<file path="src/rtl/lsu_align_pkg.sv">
`timescale 1ns/1ps
package lsu_align_pkg;
    localparam int BYTES = 4;
    localparam int DW    = 8 * BYTES;
    localparam int OFFW  = $clog2(BYTES);

    localparam logic [1:0] OP_LOAD  = 2'd0;
    localparam logic [1:0] OP_STORE = 2'd1;
    localparam logic [1:0] OP_CCTL  = 2'd2;
    localparam logic [1:0] OP_ZERO  = 2'd3;

    typedef enum logic [1:0] {
        ST_IDLE = 2'd0,
        ST_BUS0 = 2'd1,
        ST_BUS1 = 2'd2,
        ST_RESP = 2'd3
    } state_e;
endpackage

</file>
<file path="src/rtl/lsu_align_decode.sv">
`timescale 1ns/1ps
module lsu_align_decode
    import lsu_align_pkg::*;
(
    input  logic [OFFW-1:0]  off,
    input  logic [1:0]       size,
    input  logic [1:0]       op,
    input  logic             cacheable,
    input  logic             wthru,
    input  logic             xlate,
    output logic [BYTES-1:0] be_lo,
    output logic [BYTES-1:0] be_hi,
    output logic             split,
    output logic             fault
);
    localparam int WIN = 2 * BYTES;

    logic [OFFW:0]    nbytes;
    logic [WIN-1:0]   span;
    logic             is_data;

    always_comb begin
        nbytes  = (OFFW+1)'(1) << size;
        // contiguous run of enables over a two-word window
        span    = ((WIN'(1) << nbytes) - WIN'(1)) << off;
        is_data = (op == OP_LOAD) || (op == OP_STORE);
        be_lo   = is_data ? span[BYTES-1:0]   : '0;
        be_hi   = is_data ? span[WIN-1:BYTES] : '0;
        split   = |be_hi;
        // attribute fault: independent of address and of byte order
        fault   = (op == OP_ZERO) && !xlate && (!cacheable || wthru);
    end
endmodule

</file>
<file path="src/rtl/lsu_align_lanes.sv">
`timescale 1ns/1ps
module lsu_align_lanes
    import lsu_align_pkg::*;
(
    input  logic [OFFW-1:0] off,
    input  logic [1:0]      size,
    input  logic            le,
    input  logic [DW-1:0]   st_val,
    input  logic [DW-1:0]   lo_word,
    input  logic [DW-1:0]   hi_word,
    output logic [DW-1:0]   st_lo,
    output logic [DW-1:0]   st_hi,
    output logic [DW-1:0]   ld_val
);
    localparam int WW = 2 * DW;

    logic [OFFW:0]   nbytes;
    logic [OFFW+2:0] lsh;
    logic [OFFW+3:0] rsh;
    logic [DW-1:0]   keep;
    logic [DW-1:0]   st_m, st_rev, st_ord;
    logic [WW-1:0]   st_win, ld_win;
    logic [DW-1:0]   ld_m, ld_rev;

    // full-word byte reversal, fixed wiring
    for (genvar g = 0; g < BYTES; g++) begin : g_rev
        assign st_rev[8*g +: 8] = st_m[8*(BYTES-1-g) +: 8];
        assign ld_rev[8*g +: 8] = ld_m[8*(BYTES-1-g) +: 8];
    end

    always_comb begin
        nbytes = (OFFW+1)'(1) << size;
        lsh    = {off, 3'b000};
        rsh    = {(OFFW+1)'(BYTES) - nbytes, 3'b000};
        keep   = (DW'(1) << {nbytes, 3'b000}) - DW'(1);
        if (nbytes == (OFFW+1)'(BYTES)) begin
            keep = '1;
        end

        // store: order the value bytes by address, then slide into the window
        st_m   = st_val & keep;
        st_ord = le ? st_m : (st_rev >> rsh);
        st_win = {{DW{1'b0}}, st_ord} << lsh;
        st_lo  = st_win[DW-1:0];
        st_hi  = st_win[WW-1:DW];

        // load: pull the access bytes out of the two-word window
        ld_win = {hi_word, lo_word} >> lsh;
        ld_m   = ld_win[DW-1:0] & keep;
        ld_val = le ? ld_m : (ld_rev >> rsh);
    end
endmodule

</file>
<file path="src/rtl/lsu_align_split.sv">
`timescale 1ns/1ps
module lsu_align_split
    import lsu_align_pkg::*;
#(
    parameter int AW        = 32,
    parameter int LINE_BITS = 4
) (
    input  logic            clk,
    input  logic            rst_n,
    input  logic            req_valid,
    output logic            req_ready,
    input  logic [1:0]      req_op,
    input  logic [1:0]      req_size,
    input  logic [AW-1:0]   req_addr,
    input  logic [DW-1:0]   req_wdata,
    input  logic            attr_cacheable,
    input  logic            attr_wthru,
    input  logic            attr_le,
    input  logic            attr_xlate,
    output logic            bus_valid,
    input  logic            bus_ready,
    output logic [1:0]      bus_op,
    output logic [AW-1:0]   bus_addr,
    output logic [BYTES-1:0] bus_be,
    output logic [DW-1:0]   bus_wdata,
    input  logic [DW-1:0]   bus_rdata,
    output logic            done,
    output logic            exc,
    output logic [DW-1:0]   rdata
);
    typedef struct packed {
        state_e          st;
        logic [AW-1:0]   addr;
        logic [1:0]      op;
        logic [1:0]      size;
        logic [DW-1:0]   wval;
        logic            le;
        logic            cach;
        logic            wthru;
        logic            xlate;
        logic [DW-1:0]   lo;
        logic [DW-1:0]   hi;
    } regs_t;

    localparam regs_t REGS_RST = '{st: ST_IDLE, default: '0};

    regs_t q, d;

    logic [BYTES-1:0] be_lo, be_hi;
    logic             split, fault;
    logic [DW-1:0]    st_lo, st_hi, ld_val;
    logic [AW-1:0]    word_addr, line_addr;
    logic             is_cache;

    lsu_align_decode u_decode (
        .off       (q.addr[OFFW-1:0]),
        .size      (q.size),
        .op        (q.op),
        .cacheable (q.cach),
        .wthru     (q.wthru),
        .xlate     (q.xlate),
        .be_lo     (be_lo),
        .be_hi     (be_hi),
        .split     (split),
        .fault     (fault)
    );

    lsu_align_lanes u_lanes (
        .off     (q.addr[OFFW-1:0]),
        .size    (q.size),
        .le      (q.le),
        .st_val  (q.wval),
        .lo_word (q.lo),
        .hi_word (q.hi),
        .st_lo   (st_lo),
        .st_hi   (st_hi),
        .ld_val  (ld_val)
    );

    always_comb begin
        d         = q;
        req_ready = 1'b0;
        bus_valid = 1'b0;
        bus_op    = q.op;
        bus_addr  = '0;
        bus_be    = '0;
        bus_wdata = '0;
        done      = 1'b0;
        exc       = 1'b0;
        rdata     = '0;

        word_addr = {q.addr[AW-1:OFFW], {OFFW{1'b0}}};
        line_addr = {q.addr[AW-1:LINE_BITS], {LINE_BITS{1'b0}}};
        is_cache  = q.op[1];

        unique case (q.st)
            ST_IDLE: begin
                req_ready = 1'b1;
                if (req_valid) begin
                    d.st    = ST_BUS0;
                    d.addr  = req_addr;
                    d.op    = req_op;
                    d.size  = req_size;
                    d.wval  = req_wdata;
                    d.le    = attr_le;
                    d.cach  = attr_cacheable;
                    d.wthru = attr_wthru;
                    d.xlate = attr_xlate;
                    d.lo    = '0;
                    d.hi    = '0;
                end
            end
            ST_BUS0: begin
                if (fault) begin
                    exc  = 1'b1;
                    d.st = ST_IDLE;
                end else begin
                    bus_valid = 1'b1;
                    bus_addr  = is_cache ? line_addr : word_addr;
                    bus_be    = be_lo;
                    bus_wdata = (q.op == OP_STORE) ? st_lo : '0;
                    if (bus_ready) begin
                        d.lo = bus_rdata;
                        d.st = split ? ST_BUS1 : ST_RESP;
                    end
                end
            end
            ST_BUS1: begin
                bus_valid = 1'b1;
                bus_addr  = word_addr + AW'(BYTES);
                bus_be    = be_hi;
                bus_wdata = (q.op == OP_STORE) ? st_hi : '0;
                if (bus_ready) begin
                    d.hi = bus_rdata;
                    d.st = ST_RESP;
                end
            end
            ST_RESP: begin
                done  = 1'b1;
                rdata = (q.op == OP_LOAD) ? ld_val : '0;
                d.st  = ST_IDLE;
            end
            default: d.st = ST_IDLE;
        endcase
    end

    always_ff @(posedge clk or negedge rst_n) begin
        if (!rst_n) begin
            q <= REGS_RST;
        end else begin
            q <= d;
        end
    end
endmodule

</file>
<file path="config.mk">
export PLATFORM = sky130hd
export DESIGN_NAME = lsu_align_split
export DESIGN_NICKNAME = d
export VERILOG_FILES = /design/src/rtl/lsu_align_pkg.sv /design/src/rtl/lsu_align_decode.sv /design/src/rtl/lsu_align_lanes.sv /design/src/rtl/lsu_align_split.sv
export SDC_FILE = /design/constraint.sdc
export NUM_CORES = 1
export LEC_CHECK = 0
export BUFFER_PORTS_ARGS = -buffer_cell sky130_fd_sc_hd__buf_2
export CAP_MARGIN = 20
export CORE_ASPECT_RATIO = 1.25
export CORE_MARGIN = 4
export CORE_UTILIZATION = 50
export CTS_BUF_LIST = sky130_fd_sc_hd__clkbuf_4 sky130_fd_sc_hd__clkbuf_8
export DETAILED_ROUTE_END_ITERATION = 6
export PLACE_DENSITY = 0.73
export SYNTH_ARGS = -nofsm -noshare
export SYNTH_HDL_FRONTEND = slang
export SYNTH_HIERARCHICAL = 1
export SYNTH_SLANG_ARGS = --single-unit
</file>
<file path="constraint.sdc">
create_clock -name clk -period 7.3 [get_ports clk]
set_input_delay 1.46 -clock clk [delete_from_list [all_inputs] [get_ports clk]]
set_output_delay 1.46 -clock clk [all_outputs]
set_load 0.01 [all_outputs]
</file>
==> results_dict.tcl, run 1 <==
set metrics [dict create \
    status "finished with violations" \
    violations "DRC" \
    layout-drive-gt1-share 0.287 \
    syn_inst 1303 \
    hpwl_um 24400 \
    setup-violations-final 0 \
    postCtsSetupRepairBufs 0 \
    regArea_um2 3260 \
    clkSlewWorstSetupHoldPaths_ns 0.09 \
    crit_chain "inv_1, ha_1, buf_4, or4_1, nor2_8, a22oi_2, mux2_2, mux2i_1, a22oi_1, nor2_1, buf_2" \
    num_rows 60 \
    crit_path_start_kind "register" \
    ctsLongestPathBuffers 2 \
    io_pins 214 \
    cp.arrival_ns 3.66 \
    end_kind "output port" \
    fmax_ghz 0.195 \
    htreeDepth 4 \
    wl_per_cell_um 19.9 \
    cts_hold_buf 0 \
    cap_violations 0 \
    drv_slew 0 \
    multiInputGateArea_um2 7200 \
    grt-ovfl-total 0 \
    grt_pass1_vias 10100 \
    cp_data_required_time_ns 5.84 \
    critPathTopFamily "simple AND/OR/NAND/NOR gates" \
    path_class "reg2out" \
    tightest_slew_ns 1.18 \
    hp-class "reg2reg" \
    ir_worst_vdd_v 0.000275 \
    gp_congestion 0.921 \
    numCtsBuffers 17 \
    vias_per_cell 6.24 \
    cts_tree "built" \
    fillCellCount 1991 \
    crit_path_start "q[100]" \
    postSynthAreaPerCell_um2 8.55 \
    drt_pre_antenna_iters 7 \
    hold_violations 0 \
    antenna_found_initial 6 \
    period_needed_ns 5.12 \
    grt_pass1_wl_um 54800 \
    netlist_area_um2 11100 \
    path_max_fanout 31 \
    hold_ws_ns 0.487 \
    r2r-start "q[105]" \
    drtIter0Drc 1234 \
    ys_warn_count 6 \
    initial_core_util 0.513 \
    finalCritPeriodShare 0.701 \
    leakage_nw 5.48 \
    wl_um 34300 \
    area_delta_synth_final_pct 12.6 \
    cts.sinks 130 \
    clock_tree.root_cell "clkbuf_8" \
    die_x_um 141 \
    core_area_um2 21700 \
    cp_num_buf_inv 3 \
    power_density_nw_per_um2 482 \
    antenna_left 0 \
    hold_start "q[32]" \
    die_area_um2 24700 \
    mostFrequentLayoutCell "buf_2" \
    post_cts_resized 0 \
    setup_tns_ns 0 \
    fin_skew_ns 0.0140 \
    timing.slew.headroom 0.212 \
    io_buffer_count 211 \
    grt_max_degree 82 \
    rsz0062_at_grt "no" \
    clkLatencyLatePin_ns 0.46 \
    vias 10800 \
    final_nets 1556 \
    crit_slowest_cell "or4_1" \
    max_stage_delay_ns 0.81 \
    drc 1 \
    groute.usage.overall 0.273 \
    die_y_um 175 \
    final_cell_mix "buf_2, nand2_1, dfrtp_1, nor2_1, o21ai_0" \
]
tightest hold or removal path, stage by stage, from the launching register on:
cell and delay [ns]:
dfrtp_1 0.35, nand2_1 0.05, o21ai_0 0.06
metrics by stage:
step / total power, mW / cell area [um^2] / utilization / worst slack (ns) / std cells
detailed placement: 5.34 / 12100 / 0.557 / 2.55 / 1688
CTS: 5.96 / 12500 / 0.575 / 2.01 / 1720
floorplan: 4.39 / 11200 / - / 3.52 / 1311
global placement: 5.29 / 12100 / 0.557 / 2.66 / 1688
global route: 6.51 / 12500 / 0.578 / 1.90 / 1725
finish: 6.04 / 12500 / 0.578 / 2.18 / 1725
final cells by class:
class                   instances  area share
multi-input cells            1029       0.574
flip-flops and latches        130       0.260
repair buffers                235       0.101
well taps                     279      0.0278
clock buffers                  18      0.0193
clock inverters                14      0.0113
inverters                      19     0.00609
diodes                          1    0.000200
worst paths after layout:
check                                 to  slack (ns)  depth (start not counted)
setup / recovery           bus_wdata[31]        2.18                         11
max in group asynchronous         q[104]        5.16                          3
setup reg to reg                  q[136]        4.55                          8
hold / removal                     q[32]        0.49                          2
min in group asynchronous          q[20]        0.82                          1
hold reg to reg                    q[32]        0.49                          2
power by group:
group	switching, mW	internal [mW]	total (mW)
sequential	0.492	1.00	1.50
combinational	2.34	1.59	3.93
clock	0.325	0.282	0.607
layer usage:
| metal | wire, um | global-route usage | vias to the layer above |
|---|---|---|---|
| met5 | 63 | 0 | - |
| met3 | 3110 | 0.0668 | 80 |
| met1 | 13900 | 0.361 | 5093 |
| met4 | 919 | 0.0896 | 10 |
| li1 | - | - | 5034 |
| met2 | 16200 | 0.439 | 549 |
flip-flops by register name, summed over array words and instances, names as in the netlist, named ones only:
name and cells:
bus_op 2, line_addr 28, q 99
Power figures use the tool's default switching activity.
==> run 2, diff against run 1 <==
==> constraint.sdc (replaced) <==
create_clock -name clk -period 5.3 [get_ports clk]
set_input_delay 1.06 -clock clk [delete_from_list [all_inputs] [get_ports clk]]
set_output_delay 1.06 -clock clk [all_outputs]
set_load 0.01 [all_outputs]
==> results_dict.tcl, run 2 (synthesis results as in run 1) <==
set metrics [dict create \
    p_int_mw 4.12 \
    drt_pre_antenna_iters 7 \
    pre_cts_ws_ns 0.996 \
    setup-violations-final 0 \
    ctsLongestPathBuffers 2 \
    setup_tns_ns 0 \
    critPathTopFamily "simple AND/OR/NAND/NOR gates" \
    gp_congestion 0.974 \
    final_nets 1564 \
    hpwl_um 24800 \
    cts_tree "built" \
    vias 10700 \
    crit_slowest_cell "or4_1" \
    hold_violations 0 \
    crit_chain "inv_1, ha_1, buf_4, or4_1, nor2_8, a22oi_2, mux2_2, mux2i_1, a22oi_1, nor2_1, buf_2" \
    grt_pass1_vias 9921 \
    finalCritPeriodShare 0.901 \
    finalWorstSetupSlack_ns 0.527 \
    grt-ovfl-total 0 \
    num_rows 60 \
    power_mw 8.43 \
    share_comb_of_total_power 0.646 \
    status "completed" \
    largest_reg_flops 99 \
    mostFrequentLayoutCell "buf_2" \
    leakage_nw 5.53 \
    top_register "q" \
    fin_area_um2 12600 \
    power_frac_clock 0.107 \
    end_kind "output port" \
    fmax_ghz 0.210 \
    layout-drive-gt1-share 0.291 \
    core_area_um2 21700 \
    power_density_nw_per_um2 667 \
    drtIter0Drc 853 \
    cap_violations 0 \
    io_pins 214 \
    wl_per_cell_um 19.3 \
    die_area_um2 24700 \
    vias_per_cell 6.21 \
    ir_worst_vdd_v 0.000383 \
    drv_slew 0 \
    cp_data_required_time_ns 4.24 \
    final_cell_mix "buf_2, nand2_1, dfrtp_1, nor2_1, o21ai_0" \
    postCtsSetupRepairBufs 0 \
    hp-class "reg2reg" \
    grt_pass1_wl_um 53000 \
    io_buffer_count 211 \
    numCtsBuffers 17 \
    grt_max_degree 74 \
    timing.slew.headroom 0.363 \
    die_y_um 175 \
    die_x_um 141 \
    initial_core_util 0.513 \
    cp_num_buf_inv 3 \
    period_needed_ns 4.77 \
    swShare 0.511 \
    clkSlewWorstSetupHoldPaths_ns 0.08 \
    post_dp_cell_area_um2 12200 \
    groute.usage.overall 0.262 \
    max_stage_delay_ns 0.72 \
    clkLatencyLatePin_ns 0.44 \
    post_cts_resized 0 \
    fillCellCount 1998 \
    drc 0 \
    path_max_fanout 16 \
    cp.arrival_ns 3.71 \
    wl_um 33500 \
    fin_skew_ns 0.0108 \
    p_switching_mw 4.31 \
    seq_power_share 0.246 \
    crit_path_start_kind "register" \
    rsz0062_at_grt "no" \
    path_class "reg2out" \
    area_delta_synth_final_pct 13.4 \
    tightest_slew_ns 0.952 \
    final_util 0.582 \
    antennaDiodeCount 0 \
    antenna_found_initial 5 \
    clock_tree.root_cell "clkbuf_8" \
    htreeDepth 4 \
    cts.sinks 130 \
    antenna_left 0 \
    cts_hold_buf 0 \
]
run 2: cell types whose count changed in the layout (fill, tap and decap cells not counted):
cell	change
clkbuf_4	-1
diode_2	-1
clkinv_2	+1
clkbuf_8	+1
buf_4	+8
bufinv_16	+2
buf_16	-1
buf_12	+1
inv_8	-1
clkinvlp_4	+1
inv_6	-3
run 2: per-stage QoR:
step	hold slack (ns)	cells
after floorplan	0.445	1311
after global placement	0.465	1697
after detailed placement	0.470	1697
after CTS	0.488	1729
after global routing	0.506	1732
final	0.489	1732
run 2: path summary, 6_finish.rpt:
check / startpoint / to / slack [ns] / cells after the start
min reg2reg: q[39] / q[39] / 0.49 / 2
max: q[101] / bus_wdata[29] / 0.53 / 11
max reg2reg: q[136] / q[77] / 2.68 / 5
min: q[39] / q[39] / 0.49 / 2
max in group asynchronous: rst_n / q[104] / 3.47 / 2
min in group asynchronous: rst_n / q[60] / 0.57 / 1
run 2: cell type report:
type | count | area, um^2 | share of cell area
Multi-Input combinational cell | 1029 | 7200 | 0.570
Sequential cell | 130 | 3260 | 0.258
Timing Repair Buffer | 243 | 1320 | 0.104
Tap cell | 279 | 349 | 0.0276
Clock buffer | 18 | 248 | 0.0196
Clock inverter | 14 | 176 | 0.0140
Inverter | 19 | 76.3 | 0.00604
run 2: power by group through the flow:
stage          registers, mW  clock network, mW  logic, mW
6_report                2.08              0.904       5.45
2_1_floorplan           1.70                  0       4.35
3_5_place_dp            2.08                  0       5.30
3_3_place_gp            2.07                  0       5.24
4_1_cts                 2.06              0.925       5.33
5_1_grt                 2.14              0.978       5.93
run 2: metal layers:
layer / up-vias / track usage / wire length [um]
li1: 5031 / - / -
met1: 5166 / 0.353 / 13700
met2: 485 / 0.421 / 16000
met3: 56 / 0.0657 / 2920
met4: 10 / 0.0760 / 784
met5: - / 0 / 57
run 2: tightest hold or removal path, delay by kind of cell (launching register included):
kind | cells | cell delay [ns]
AOI/OAI and AO/OA | 1 | 0.06
and+or+nand+nor | 1 | 0.05
DFF | 1 | 0.35
==> run 3, diff against run 2 <==
--- a/config.mk
+++ b/config.mk
@@ -12,7 +12,7 @@
 export CORE_UTILIZATION = 50
 export CTS_BUF_LIST = sky130_fd_sc_hd__clkbuf_4 sky130_fd_sc_hd__clkbuf_8
 export DETAILED_ROUTE_END_ITERATION = 6
-export PLACE_DENSITY = 0.73
+export PLACE_DENSITY = 0.76
 export SYNTH_ARGS = -nofsm -noshare
 export SYNTH_HDL_FRONTEND = slang
 export SYNTH_HIERARCHICAL = 1
==> constraint.sdc (replaced) <==
create_clock -name clk -period 4.3 [get_ports clk]
set_input_delay 0.86 -clock clk [delete_from_list [all_inputs] [get_ports clk]]
set_output_delay 0.86 -clock clk [all_outputs]
set_load 0.01 [all_outputs]
==> results_dict.tcl, run 3 (synthesis results as in run 1) <==
set metrics [dict create \
    hold_violations 0 \
    drv_slew 0 \
    timing.slew.headroom 0.286 \
    final_util 0.589 \
    period_needed_ns 4.15 \
    setup_tns_ns 0 \
    ir_worst_vdd_v 0.000427 \
    vias_per_cell 6.28 \
    swShare 0.518 \
    rsz0062_at_grt "no" \
    power_density_nw_per_um2 838 \
    num_rows 60 \
    grt_pass1_vias 10100 \
    die_y_um 175 \
    hpwl_um 25600 \
    cts.sinks 130 \
    htreeDepth 4 \
    status "completed" \
    die_area_um2 24700 \
    crit_path_start_kind "register" \
    cp.arrival_ns 3.29 \
    cts_hold_buf 0 \
    critPathTopFamily "compound AO/OA/AOI/OAI gates" \
    io_pins 214 \
    final_cell_mix "buf_2, nand2_1, dfrtp_1, nor2_1, o21ai_0" \
    io_buffer_count 211 \
    gp_congestion 0.965 \
    clkLatencyLatePin_ns 0.47 \
    largest_reg_flops 99 \
    worstRegToRegCells 6 \
    path_class "reg2out" \
    r2r_end "q[60]" \
    crit_slowest_cell "dfrtp_1" \
    end_kind "output port" \
    p_switching_mw 5.54 \
    regArea_um2 3260 \
    final_nets 1575 \
    path_max_fanout 25 \
    cp_num_buf_inv 3 \
    drtIter0Drc 1126 \
    initial_core_util 0.513 \
    power_frac_clock 0.101 \
    area_delta_synth_final_pct 14.6 \
    drc 0 \
    leakage_nw 5.58 \
    seq_power_share 0.237 \
    r2r-start "bus_op[1]" \
    core_area_um2 21700 \
    wl_per_cell_um 20.4 \
    post_dp_cell_area_um2 12300 \
    grt_pass1_wl_um 54900 \
    dp.cells 1707 \
    wl_um 35600 \
    groute.usage.overall 0.275 \
    p_int_mw 5.16 \
    numCtsBuffers 17 \
    drt_pre_antenna_iters 7 \
    cp_data_required_time_ns 3.44 \
    die_x_um 141 \
    cap_violations 0 \
    clkSlewWorstSetupHoldPaths_ns 0.08 \
    hold_ws_ns 0.447 \
    top_register "q" \
    finalCritPeriodShare 0.964 \
    mostFrequentLayoutCell "buf_2" \
    ctsLongestPathBuffers 2 \
    fillCellCount 1962 \
    power_mw 10.7 \
    clock_tree.root_cell "clkbuf_8" \
    cts_tree "built" \
    share_comb_of_total_power 0.662 \
    grt-ovfl-total 0 \
    antenna_found_initial 5 \
    max_stage_delay_ns 0.48 \
    multiInputGateArea_um2 7260 \
    fmax_ghz 0.241 \
    rrSetupSlack_ns 1.54 \
    hp-class "in2async" \
    tightest_slew_ns 1.07 \
    layout-drive-gt1-share 0.302 \
    crit_chain "inv_1, ha_4, buf_4, nand2b_1, o22ai_1, a311o_1, a21boi_0, o311a_1, and2_1, buf_2" \
    fin_area_um2 12800 \
    instances_no_fill 1744 \
    finalWorstSetupSlack_ns 0.155 \
    fin_skew_ns 0.0168 \
    vias 11000 \
    setup-violations-final 0 \
    antenna_left 0 \
    pre_cts_ws_ns 0.464 \
    grt_max_degree 80 \
]
-- run 3: cell types whose count changed in the layout (fill, tap and decap cells not counted), sizes merged --
cell	delta
inv	-1
clkinvlp	+1
diode	+1
bufinv	-1
clkbuf	-1
buf	+11
clkinv	+1
nor2b	+1
-- run 3: worst max-delay path by stage --
stage               startpoint       endpoint  cells after the start
detailed placement      q[101]  bus_wdata[28]                     10
floorplan               q[100]  bus_wdata[31]                     10
CTS                  bus_op[1]   bus_addr[29]                      7
global route            q[101]   bus_wdata[6]                     11
finish                  q[100]       rdata[6]                     10
global placement        q[101]  bus_wdata[27]                     10
-- run 3: what timing repair did --
item,4_1_cts,5_1_grt
setup endpoints to repair,2,53
pin swaps,0,3
setup buffers,0,3
resized for setup,1,10
cloned,0,1
-- run 3: power groups by stage --
stage | clock network, mW | registers, mW | logic, mW
6_report | 1.08 | 2.54 | 7.09
5_1_grt | 1.16 | 2.61 | 7.64
4_1_cts | 1.11 | 2.51 | 6.82
3_5_place_dp | 0 | 2.54 | 6.79
3_3_place_gp | 0 | 2.51 | 6.72
2_1_floorplan | 0 | 2.09 | 5.37
-- run 3: metal layers --
metal,global-route usage,wire length (um)
met2,0.448,17100
met4,0.0872,969
met5,0,42
met3,0.0539,3040
met1,0.369,14500
-- run 3: final cells by class --
cell class / instances / share of cell area
clock buffer: 18 / 0.0194
inverter: 19 / 0.00598
sequential: 130 / 0.255
antenna: 1 / 0.000196
timing repair buffer: 253 / 0.112
clock inverter: 14 / 0.0121
tap: 279 / 0.0273
multi-input combinational: 1030 / 0.568
